$ cat src/rtl/ppg_pkg.sv
// Package: shared types and constants for the two-phase pulse generator.
// Assumes a 2-bit register address and a 16-bit data path for writes.
package ppg_pkg;
    localparam int CNT_W = 16;
    localparam int DIV_W = 11;

    localparam logic [1:0] A_LOW  = 2'd0;
    localparam logic [1:0] A_HIGH = 2'd1;
    localparam logic [1:0] A_CTRL = 2'd2;
    localparam logic [1:0] A_CMD  = 2'd3;

    typedef struct packed {
        logic       uf_ie;
        logic       trig_ie;
        logic       out_inv;
        logic       one_shot;
        logic [1:0] trig_edge;
        logic [3:0] clk_sel;
    } ctrl_t;

    // Log2 of the internal division ratio for select codes 0..7.
    function automatic logic [3:0] div_shift(input logic [2:0] sel);
        case (sel)
            3'd0: div_shift = 4'd0;
            3'd1: div_shift = 4'd2;
            3'd2: div_shift = 4'd4;
            default: div_shift = 4'(sel) + 4'd4;
        endcase
    endfunction
endpackage

$ cat src/rtl/ppg_edge_det.sv
// Edge detector: flags selected rising and/or falling edges of a
// signal that is already synchronous to clk. One cycle of latency is
// spent on the history register only; the pulse is combinational.
module ppg_edge_det (
    input  logic clk,
    input  logic rst_n,
    input  logic sig,
    input  logic en_rise,
    input  logic en_fall,
    output logic hit
);
    logic prev;

    // Remember the previous sample of the input.
    always_ff @(posedge clk) begin
        if (!rst_n) prev <= 1'b0;
        else        prev <= sig;
    end

    // Report only the edges that are enabled.
    always_comb hit = (en_rise & sig & ~prev) | (en_fall & ~sig & prev);
endmodule

$ cat src/rtl/ppg_prescaler.sv
// Count-clock source: a free-running divider that restarts on a start
// event, or an external edge pulse. Assumes select codes above 10 give
// no tick at all.
module ppg_prescaler
    import ppg_pkg::*;
#(
    parameter int DW = DIV_W
) (
    input  logic       clk,
    input  logic       rst_n,
    input  logic       restart,
    input  logic [3:0] sel,
    input  logic       ext_tick,
    output logic       tick
);
    logic [DW-1:0] div_cnt;
    logic [DW-1:0] mask;

    // Divider counter, zeroed by every start event.
    always_ff @(posedge clk) begin
        if (!rst_n || restart) div_cnt <= '0;
        else                   div_cnt <= div_cnt + 1'b1;
    end

    // Choose the internal tap or the external edge as the count clock.
    always_comb begin
        mask = DW'((1 << div_shift(sel[2:0])) - 1);
        if (!sel[3])          tick = ((div_cnt & mask) == mask);
        else if (sel <= 4'd10) tick = ext_tick;
        else                  tick = 1'b0;
    end
endmodule

$ cat src/rtl/ppg_core.sv
// Phase engine: a down counter that runs a LOW phase from low_w and a
// HIGH phase from the HIGH width held when the period began. A start
// overrides everything; a stop overrides counting.
module ppg_core
    import ppg_pkg::*;
#(
    parameter int W = CNT_W
) (
    input  logic         clk,
    input  logic         rst_n,
    input  logic         tick,
    input  logic         start,
    input  logic         stop,
    input  logic         one_shot,
    input  logic [W-1:0] low_w,
    input  logic [W-1:0] high_buf,
    output logic         busy,
    output logic         phase_hi,
    output logic         uf_evt
);
    logic [W-1:0] cnt;
    logic [W-1:0] high_act;

    // An underflow is a count tick that finds the counter at zero.
    always_comb uf_evt = busy & tick & (cnt == '0) & ~start & ~stop;

    // Counter, phase and active HIGH width sequencing.
    always_ff @(posedge clk) begin
        if (!rst_n) begin
            cnt      <= '0;
            high_act <= '0;
            busy     <= 1'b0;
            phase_hi <= 1'b0;
        end else if (start) begin
            cnt      <= low_w;
            high_act <= high_buf;
            busy     <= 1'b1;
            phase_hi <= 1'b0;
        end else if (stop) begin
            busy     <= 1'b0;
            phase_hi <= 1'b0;
        end else if (busy && tick) begin
            if (cnt != '0) begin
                cnt <= cnt - 1'b1;
            end else if (!phase_hi) begin
                phase_hi <= 1'b1;
                cnt      <= high_act;
            end else if (one_shot) begin
                busy     <= 1'b0;
                phase_hi <= 1'b0;
            end else begin
                phase_hi <= 1'b0;
                cnt      <= low_w;
                high_act <= high_buf;
            end
        end
    end
endmodule

$ cat src/rtl/ppg_pulse_gen.sv
// Top: register file, start/stop decode, interrupt flags and pin
// polarity around the prescaler and phase engine. Assumes ext_clk and
// ext_trig are already synchronous to clk.
module ppg_pulse_gen
    import ppg_pkg::*;
#(
    parameter int W = CNT_W
) (
    input  logic         clk,
    input  logic         rst_n,
    input  logic         wr_en,
    input  logic [1:0]   wr_addr,
    input  logic [W-1:0] wr_data,
    input  logic         ext_clk,
    input  logic         ext_trig,
    output logic         pulse_out,
    output logic         trig_irq,
    output logic         uf_irq
);
    localparam int CTRL_W = $bits(ctrl_t);

    ctrl_t        ctrl;
    logic [W-1:0] low_w;
    logic [W-1:0] high_buf;
    logic         trig_flag;
    logic         uf_flag;
    logic         cmd_wr;
    logic         sw_start;
    logic         stop_cmd;
    logic         trig_hit;
    logic         clk_hit;
    logic         start_evt;
    logic         tick;
    logic         busy;
    logic         phase_hi;
    logic         uf_evt;

    // Decode command strobes.
    always_comb begin
        cmd_wr    = wr_en && (wr_addr == A_CMD);
        sw_start  = cmd_wr && wr_data[0];
        stop_cmd  = cmd_wr && wr_data[3];
        start_evt = sw_start | trig_hit;
    end

    // Width and control registers.
    always_ff @(posedge clk) begin
        if (!rst_n) begin
            low_w    <= '0;
            high_buf <= '0;
            ctrl     <= '0;
        end else if (wr_en) begin
            case (wr_addr)
                A_LOW:   low_w    <= wr_data;
                A_HIGH:  high_buf <= wr_data;
                A_CTRL:  ctrl     <= ctrl_t'(wr_data[CTRL_W-1:0]);
                default: ;
            endcase
        end
    end

    // Interrupt flags: a set wins over a clear in the same cycle.
    always_ff @(posedge clk) begin
        if (!rst_n) begin
            trig_flag <= 1'b0;
            uf_flag   <= 1'b0;
        end else begin
            if (start_evt)                 trig_flag <= 1'b1;
            else if (cmd_wr && wr_data[1]) trig_flag <= 1'b0;
            if (uf_evt)                    uf_flag   <= 1'b1;
            else if (cmd_wr && wr_data[2]) uf_flag   <= 1'b0;
        end
    end

    ppg_edge_det i_trig_det (
        .clk     (clk),
        .rst_n   (rst_n),
        .sig     (ext_trig),
        .en_rise (ctrl.trig_edge[0]),
        .en_fall (ctrl.trig_edge[1]),
        .hit     (trig_hit)
    );

    ppg_edge_det i_clk_det (
        .clk     (clk),
        .rst_n   (rst_n),
        .sig     (ext_clk),
        .en_rise (ctrl.clk_sel == 4'd8 || ctrl.clk_sel == 4'd10),
        .en_fall (ctrl.clk_sel == 4'd9 || ctrl.clk_sel == 4'd10),
        .hit     (clk_hit)
    );

    ppg_prescaler i_presc (
        .clk      (clk),
        .rst_n    (rst_n),
        .restart  (start_evt),
        .sel      (ctrl.clk_sel),
        .ext_tick (clk_hit),
        .tick     (tick)
    );

    ppg_core #(.W(W)) i_core (
        .clk      (clk),
        .rst_n    (rst_n),
        .tick     (tick),
        .start    (start_evt),
        .stop     (stop_cmd),
        .one_shot (ctrl.one_shot),
        .low_w    (low_w),
        .high_buf (high_buf),
        .busy     (busy),
        .phase_hi (phase_hi),
        .uf_evt   (uf_evt)
    );

    // Pin polarity and interrupt gating.
    always_comb begin
        pulse_out = (busy & phase_hi) ^ ctrl.out_inv;
        trig_irq  = trig_flag & ctrl.trig_ie;
        uf_irq    = uf_flag & ctrl.uf_ie;
    end
endmodule

$ cat config.mk
export PLATFORM = sky130hd
export DESIGN_NAME = ppg_pulse_gen
export DESIGN_NICKNAME = d
export VERILOG_FILES = /design/src/rtl/ppg_pkg.sv /design/src/rtl/ppg_edge_det.sv /design/src/rtl/ppg_prescaler.sv /design/src/rtl/ppg_core.sv /design/src/rtl/ppg_pulse_gen.sv
export SDC_FILE = /design/constraint.sdc
export NUM_CORES = 1
export LEC_CHECK = 0
export BUFFER_PORTS_ARGS = -buffer_cell sky130_fd_sc_hd__buf_2
export CELL_PAD_IN_SITES_DETAIL_PLACEMENT = 1
export CELL_PAD_IN_SITES_GLOBAL_PLACEMENT = 2
export CORE_ASPECT_RATIO = 0.8
export CORE_MARGIN = 4
export CORE_UTILIZATION = 25
export DETAILED_ROUTE_END_ITERATION = 12
export PLACE_DENSITY_LB_ADDON = 0.1
export SYNTH_ARGS = -nofsm -noshare
export SYNTH_HDL_FRONTEND = slang
export SYNTH_SLANG_ARGS = --single-unit
$ cat constraint.sdc
create_clock -name clk -period 3.8 [get_ports clk]
set_input_delay 0.38 -clock clk [delete_from_list [all_inputs] [get_ports clk]]
set_output_delay 0.38 -clock clk [all_outputs]
set_load 0.05 [all_outputs]
# Yosys cells after proc, flatten, opt, wreduce, memory -nomap -nowiden
# Index checks and enable logic that the tools add are counted.
# word_totals
regBits	91
inputBits	23
out_inout_bits	3
elab_cells	120
# classes
n_addsub	4
n_lt_le_gt_ge	1
n_eq_ne	14
n_shift	1
mux	26
n_bitwise	28
reduce_logical	29
# ops
operator	count
16-bit 2-to-1 mux	12
16-bit zero test	1
16-bit nonzero test	1
16-bit by 1-bit subtractor with 16-bit output, second input constant	1
1-bit bitwise AND	15
1-bit 2-to-1 mux	13
4-bit == test, second input constant	3
4-bit one-hot mux with 3 select lines	1
11-bit by 1-bit adder with 11-bit output, second input constant	1
11-bit bitwise AND	1
11-bit == test	1
1-bit by 4-bit << shifter with 11-bit output, first input constant	1
11-bit by 2-bit subtractor with 11-bit output, second input constant	1
3-bit nonzero test	3
1-bit inverter	8
2-bit AND reduction	4
2-bit nonzero test	4
1-bit logical AND	6
2-bit by 1-bit inequality test with 1-bit output, second input constant	3
5-bit AND reduction	1
3-bit by 3-bit adder with 4-bit output, second input constant	1
2-bit == test, second input constant	2
4-bit <= comparator, second input constant	1
4-bit by 3-bit inequality test with 1-bit output, second input constant	1
other kinds (13)	17

# Longest topological paths before layout
# depth
depth_word	12
ltp_mapped	11

# Modules after synthesis
# From an unflattened synthesis, not the netlist that was laid out.
# hier_totals
cells_unflattened	528
area_unflattened_um2	4520.6
# modules_own_cells
module	n_inst	cells_each	area_each_um2
ppg_core	1	244	2034.5
ppg_pulse_gen	1	192	1752.9
ppg_prescaler	1	82	650.6
ppg_edge_det	2	5	41.3

# Worst setup path before layout
# No wires, ideal clock.
# synth_path
path_kind	flip-flop to flip-flop
start	reg ctrl[0] in the netlist's numbering
end	reg i_core.cnt[0]
setup_time_ns	0.132
arrival_time_ns	2.451
required_time_ns	3.668
setup_slack_ns	1.217
stages_incl_launch_ff	11
n_path_buf	2
path_cell_list	dfxtp_1 -> clkbuf_1 -> or3_1 -> ha_1 -> nor2_1 -> a2111oi_0 -> nand4_1 -> a21oi_2 -> buf_2 -> mux2i_1 -> a21oi_1
# synth_between
elab_chain_len	10
# synth_lines
element	line	rtl
start, declared	ppg_pulse_gen.sv:22	ctrl_t ctrl;
start signal, assigned	ppg_pulse_gen.sv:56	A_CTRL: ctrl <= ctrl_t'(wr_data[CTRL_W-1:0]);
3-bit by 3-bit adder with 4-bit output, or another cell as far along	ppg_pkg.sv:27	default: div_shift = 4'(sel) + 4'd4;
4-bit one-hot mux with 3 select lines, or another cell as far along	ppg_pkg.sv:23	case (sel)
1-bit by 4-bit << shifter with 11-bit output / 1-bit bitwise AND (equally long branches)	ppg_prescaler.sv:27, ppg_edge_det.sv:21	
11-bit by 2-bit subtractor with 11-bit output / 1-bit bitwise AND (equally long branches)	ppg_prescaler.sv:27, ppg_edge_det.sv:21	
11-bit bitwise AND / 1-bit bitwise OR (equally long branches)	ppg_prescaler.sv:28, ppg_edge_det.sv:21	
11-bit == test / 1-bit 2-to-1 mux (equally long branches)	ppg_prescaler.sv:28, ppg_prescaler.sv:29	
1-bit 2-to-1 mux *	ppg_prescaler.sv:28	if (!sel[3]) tick = ((div_cnt & mask) == mask);
1-bit logical AND *	ppg_core.sv:42	end else if (busy && tick) begin
2-bit nonzero test (no line) *	--	
3-bit AND reduction (no line) *	--	
end signal, assigned	ppg_core.sv:44	cnt <= cnt - 1'b1;
end signal, assigned	ppg_core.sv:47	cnt <= high_act;
end signal, assigned	ppg_core.sv:53	cnt <= low_w;
end, declared	ppg_core.sv:21	logic [W-1:0] cnt;
# Mark *: on every way between the ends. The rest lies on a longest branch, timed or not.
# A chain may end at the register's enable or synchronous reset.

# Worst setup path after layout
# layout_path
start	reg ctrl[0] in the netlist's numbering
end	reg i_core.high_act[4]
# layout_between
elab_chain_len	10
# layout_lines
element	line	rtl
3-bit by 3-bit adder with 4-bit output, or another cell as far along	ppg_pkg.sv:27	
4-bit one-hot mux with 3 select lines, or another cell as far along	ppg_pkg.sv:23	
1-bit by 4-bit << shifter with 11-bit output / 1-bit bitwise AND (equally long branches)	ppg_prescaler.sv:27, ppg_edge_det.sv:21	
11-bit by 2-bit subtractor with 11-bit output / 1-bit bitwise AND (equally long branches)	ppg_prescaler.sv:27, ppg_edge_det.sv:21	
11-bit bitwise AND / 1-bit bitwise OR (equally long branches)	ppg_prescaler.sv:28, ppg_edge_det.sv:21	
11-bit == test / 1-bit 2-to-1 mux (equally long branches)	ppg_prescaler.sv:28, ppg_prescaler.sv:29	
1-bit 2-to-1 mux *	ppg_prescaler.sv:28	
1-bit logical AND *	ppg_core.sv:42	
2-bit nonzero test (no line) *	--	
5-bit AND reduction (no line) *	--	
end signal, assigned	ppg_core.sv:36	high_act <= high_buf;
end signal, assigned	ppg_core.sv:54	high_act <= high_buf;
end, declared	ppg_core.sv:22	logic [W-1:0] high_act;
# Marks and branches as above.

==> summary.md <==
| Metric | Value |
|---|---|
| Yosys top cell by area | `dfxtp_1` |
| Number of cells upsized or downsized after cts | `0` |
| Layout filler cell count | `2051` |
| Non-filler cells in the finished layout | `780` |
| Number of clock buffers inserted by TritonCTS | `9` |
| Final core utilization | `29.4%` |
| Max-cap check violation count | `0` |
| Synthesized netlist cell count | `540` |
| DRT Pass-1 Iters | `4` |
| Tcrit/Tclk final | `72.2%` |
| Net Sw Frac | `29.3%` |
| Ranking of synthesized cells by area | `dfxtp_1, nand2_1, mux2i_1` |
| Sequential-to-total area share from yosys stat | `40.6%` |
| Crit Path Max Fanout | `16` |
| Detail Route Antenna Nets | `0` |
| Area overhead of the layout relative to synthesis | `14.5%` |
| Result of the run | `finished clean` |
| Final number of setup-violating endpoints | `0` |
| Setup slack on the worst flop-to-flop path | `1050 ps` |
| Max rail drop VDD | `0.000174 V` |
| Clock net sink count | `91` |
| Antenna diode count | `0` |
| Synth Net Count | `567` |
| CTS root buf | `clkbuf_16` |
| Largest net degree at the start of global routing | `40` |
| Netlist area before placement | `0.00449 sq mm` |
| Leakage Power | `1.85 nW` |
| Vias post-DR | `3623` |
| Setup skew after layout | `10.9 ps` |
| Total wirelength of the detailed-routed design | `13100 um` |
| Number of cell rows | `43` |
| RSZ-0062 raised after global routing | `no` |
| Wirelength per Cell | `16.8 um` |
| Area share of the largest cell type after synthesis | `40.6%` |
| EDFF count, synth | `0` |
| Final design instance area without fill | `0.00514 sq mm` |
| Setup TNS | `0 ps` |
| Cell area after placement | `0.00482 sq mm` |
| Die ar. | `0.0202 sq mm` |
| Synthesized area divided by synthesized cell count | `8.32 sq um` |
| Yosys warns | `0` |
| Final hold slack | `250 ps` |
| Req. time, crit path | `3990 ps` |
| Final net count | `577` |
| Total power | `2.38 mW` |
| Count of hold-fix buffers inserted at cts | `0` |
| Critical path data arrival time | `2930 ps` |
| I/O pin count | `26` |
| Total area of multi-input combinational cells | `0.00252 sq mm` |
| Maximum clock insertion buffer count | `2` |
| Sequential cell area | `0.00182 sq mm` |
| Worst skew pair latency | `350 ps` |
| Min-delay worst type | `input pin to flop` |
| Share of final-layout standard cells stronger than drive strength 1 | `11.5%` |
| Slew Limit Headroom | `24.6%` |
| Number of antenna violations at the first check in global routing | `0` |
| Number of register bits inferred by synthesis | `91` |
| Hold path depth | `2` |
| Sequential group share of total power | `43.3%` |
| Transition time at the pin with the least slew margin | `1120 ps` |
| Fraction of power consumed by the clock network | `40.7%` |
| Clock tree from TritonCTS | `done` |
| Global placement routability congestion | `0.740` |
| Die boundary height | `128 um` |
| Residual overflow from global routing | `0` |
| Final critical-path required period | `2750 ps` |
| Synth Flop Type | `dfxtp_1` |
| Initial Util | `25.7%` |
| Count of distinct cell types in the synthesized netlist | `51` |
| Capture point of the worst reg-to-reg path | `i_core.high_act[4]$_SDFFE_PN0P_` |
| Critical register-to-register path startpoint | `ctrl[0]$_SDFFE_PN0P_` |
| Worst path setup slack after routing | `1050 ps` |
| Clk pin slew, worst setup/hold paths | `70 ps` |
| Async set or reset register ratio after synthesis | `0%` |
| Post-Place Cells | `764` |
| Max-slew violation count | `0` |
| Worst Reg-to-Reg Cells | `8` |
| Number of levels in the clock H-tree | `3` |
| I/O Buffers | `25` |
| Placement Setup Slack | `1090 ps` |
| Crit path launch | `ctrl[0]$_SDFFE_PN0P_` |
| Nature of the critical path startpoint | `flop` |
| CP endpoint kind | `flop` |
| Cell internal power dissipation | `1.68 mW` |
| Share of total power in combinational logic | `16.0%` |
| PD cells | `462 mW/mm^2` |
| Number of global-route vias before repair | `3684` |
| Count of routing violations after the opening detailed-route iteration | `198` |
| Worst Hold Endpoint | `i_trig_det.prev$_SDFF_PN0_` |
| Setup CP Type | `flop to flop` |
| Switching component of the power | `0.696 mW` |
| Die Span X | `158 um` |
| Placeable Area | `0.0175 sq mm` |
| Via count normalized by instance count | `4.64` |
| Total global routing track utilization | `13.7%` |
| Maximum achievable frequency | `0.364 GHz` |
| DR DRC count | `0` |
| Post-detailed-placement half-perimeter wirelength | `9310 um` |
| Count of final hold-check violations | `0` |
| Worst min-delay path startpoint | `ext_trig` |
| Buffers inserted by post-CTS timing repair | `0` |
| Wire length of the first global-routing pass | `21400 um` |
==> worst max-delay path, stage by stage (launching register included) <==
cell and delay [ps]:
dfxtp_1 400, or3_1 410, ha_1 280, nor2_1 40, a2111oi_0 370, nand4_1 280, a21boi_4 290, a21boi_2 300
mux2i_1 200
==> sequential cells by signal, summed over array words and instances (netlist names) <==
signal and count:
i_trig_det.prev 1, ctrl 10, i_core.busy 1, i_core.cnt 16, trig_flag 1, i_presc.div_cnt 11, i_core.high_act 16, i_clk_det.prev 1
low_w 16, uf_flag 1, high_buf 16, i_core.phase_hi 1
==> cell usage after synthesis, types with 4 or more instances <==
cell and n:
nand2_1 146, dfxtp_1 91, a21boi_0 44, mux2i_1 36, clkbuf_1 27, o21ai_0 24
nor2_1 20, nand2b_1 16, a31oi_1 12, o211ai_1 12, xnor2_1 12, xor2_1 12
a21oi_1 11, nor3_1 7, and2_1 5, and3_1 5, ha_1 4, nand3_1 4
==> layer usage <==
metal	vias to the layer above	track usage [%]	wire, um
met5	-	0	0
met1	1718	21.4	7470
met3	12	3.00	329
met2	34	18.8	5140
met4	0	3.64	160
li1	1859	-	-
==> logic make-up (layout without fill, tap and decap cells) <==
kind of cell | after synthesis | count (layout) | synth area share [%]
XOR/XNOR | 24 | 24 | 4.68
buffers and inverters | 38 | 53 | 3.59
flip-flops | 91 | 91 | 40.6
multiplexers | 37 | 37 | 8.28
AND/OR/NAND/NOR | 228 | 228 | 23.9
AO/OA/AOI/OAI | 117 | 117 | 17.8
other | 1 | 1 | 0.0835
adder cells (fa/ha/maj) | 4 | 4 | 1.11
==> how the worst max path moves through the flow <==
stage                                            end  slack, ps  cells after the start
global placement    i_core.high_act[12]$_SDFFE_PN0P_       1130                      8
floorplan                 i_core.cnt[0]$_SDFFE_PN0P_       1220                     10
detailed placement   i_core.high_act[4]$_SDFFE_PN0P_       1090                      8
finish               i_core.high_act[4]$_SDFFE_PN0P_       1050                      8
global route         i_core.high_act[4]$_SDFFE_PN0P_        830                      8
CTS                  i_core.high_act[3]$_SDFFE_PN0P_       1030                      8
==> power groups by stage <==
stage	combinational, mW	sequential (mW)	clock (mW)
floorplan	0.281	1.04	0
global placement	0.384	1.05	0
detailed placement	0.384	1.05	0
CTS	0.387	1.03	1.01
global route	0.429	1.04	1.04
finish	0.380	1.03	0.967
==> area by class of cell <==
type / instances / share of cell area, %
clock buffers: 10 / 4.65
clock inverters: 6 / 1.51
inverters: 3 / 0.219
multi-input cells: 411 / 49.0
flip-flops and latches: 91 / 35.4
well taps: 225 / 5.48
repair buffers: 34 / 3.75
==> layout by cell type (no fill, tap or decap), types with 2 or more instances in the layout <==
master,netlist,final
a21boi_0,44,44
a21oi_1,11,10
a21oi_2,1,2
a2bb2oi_1,2,2
a31oi_1,12,12
and2_1,5,5
and3_1,5,5
and3b_1,2,2
buf_2,3,25
buf_4,0,9
clkbuf_16,0,9
dfxtp_1,91,91
ha_1,4,4
inv_1,3,3
inv_6,0,2
inv_8,0,2
mux2i_1,36,36
nand2_1,146,146
nand2b_1,16,16
nand3_1,4,4
nand3b_1,3,3
nand4_1,2,2
nor2_1,20,20
nor2b_1,3,3
nor3_1,7,7
nor4_4,2,2
o211ai_1,12,12
o21ai_0,24,24
o31ai_1,2,2
or3_1,3,3
xnor2_1,12,12
xor2_1,12,12
No activity file was read; power rests on OpenSTA's default activity.
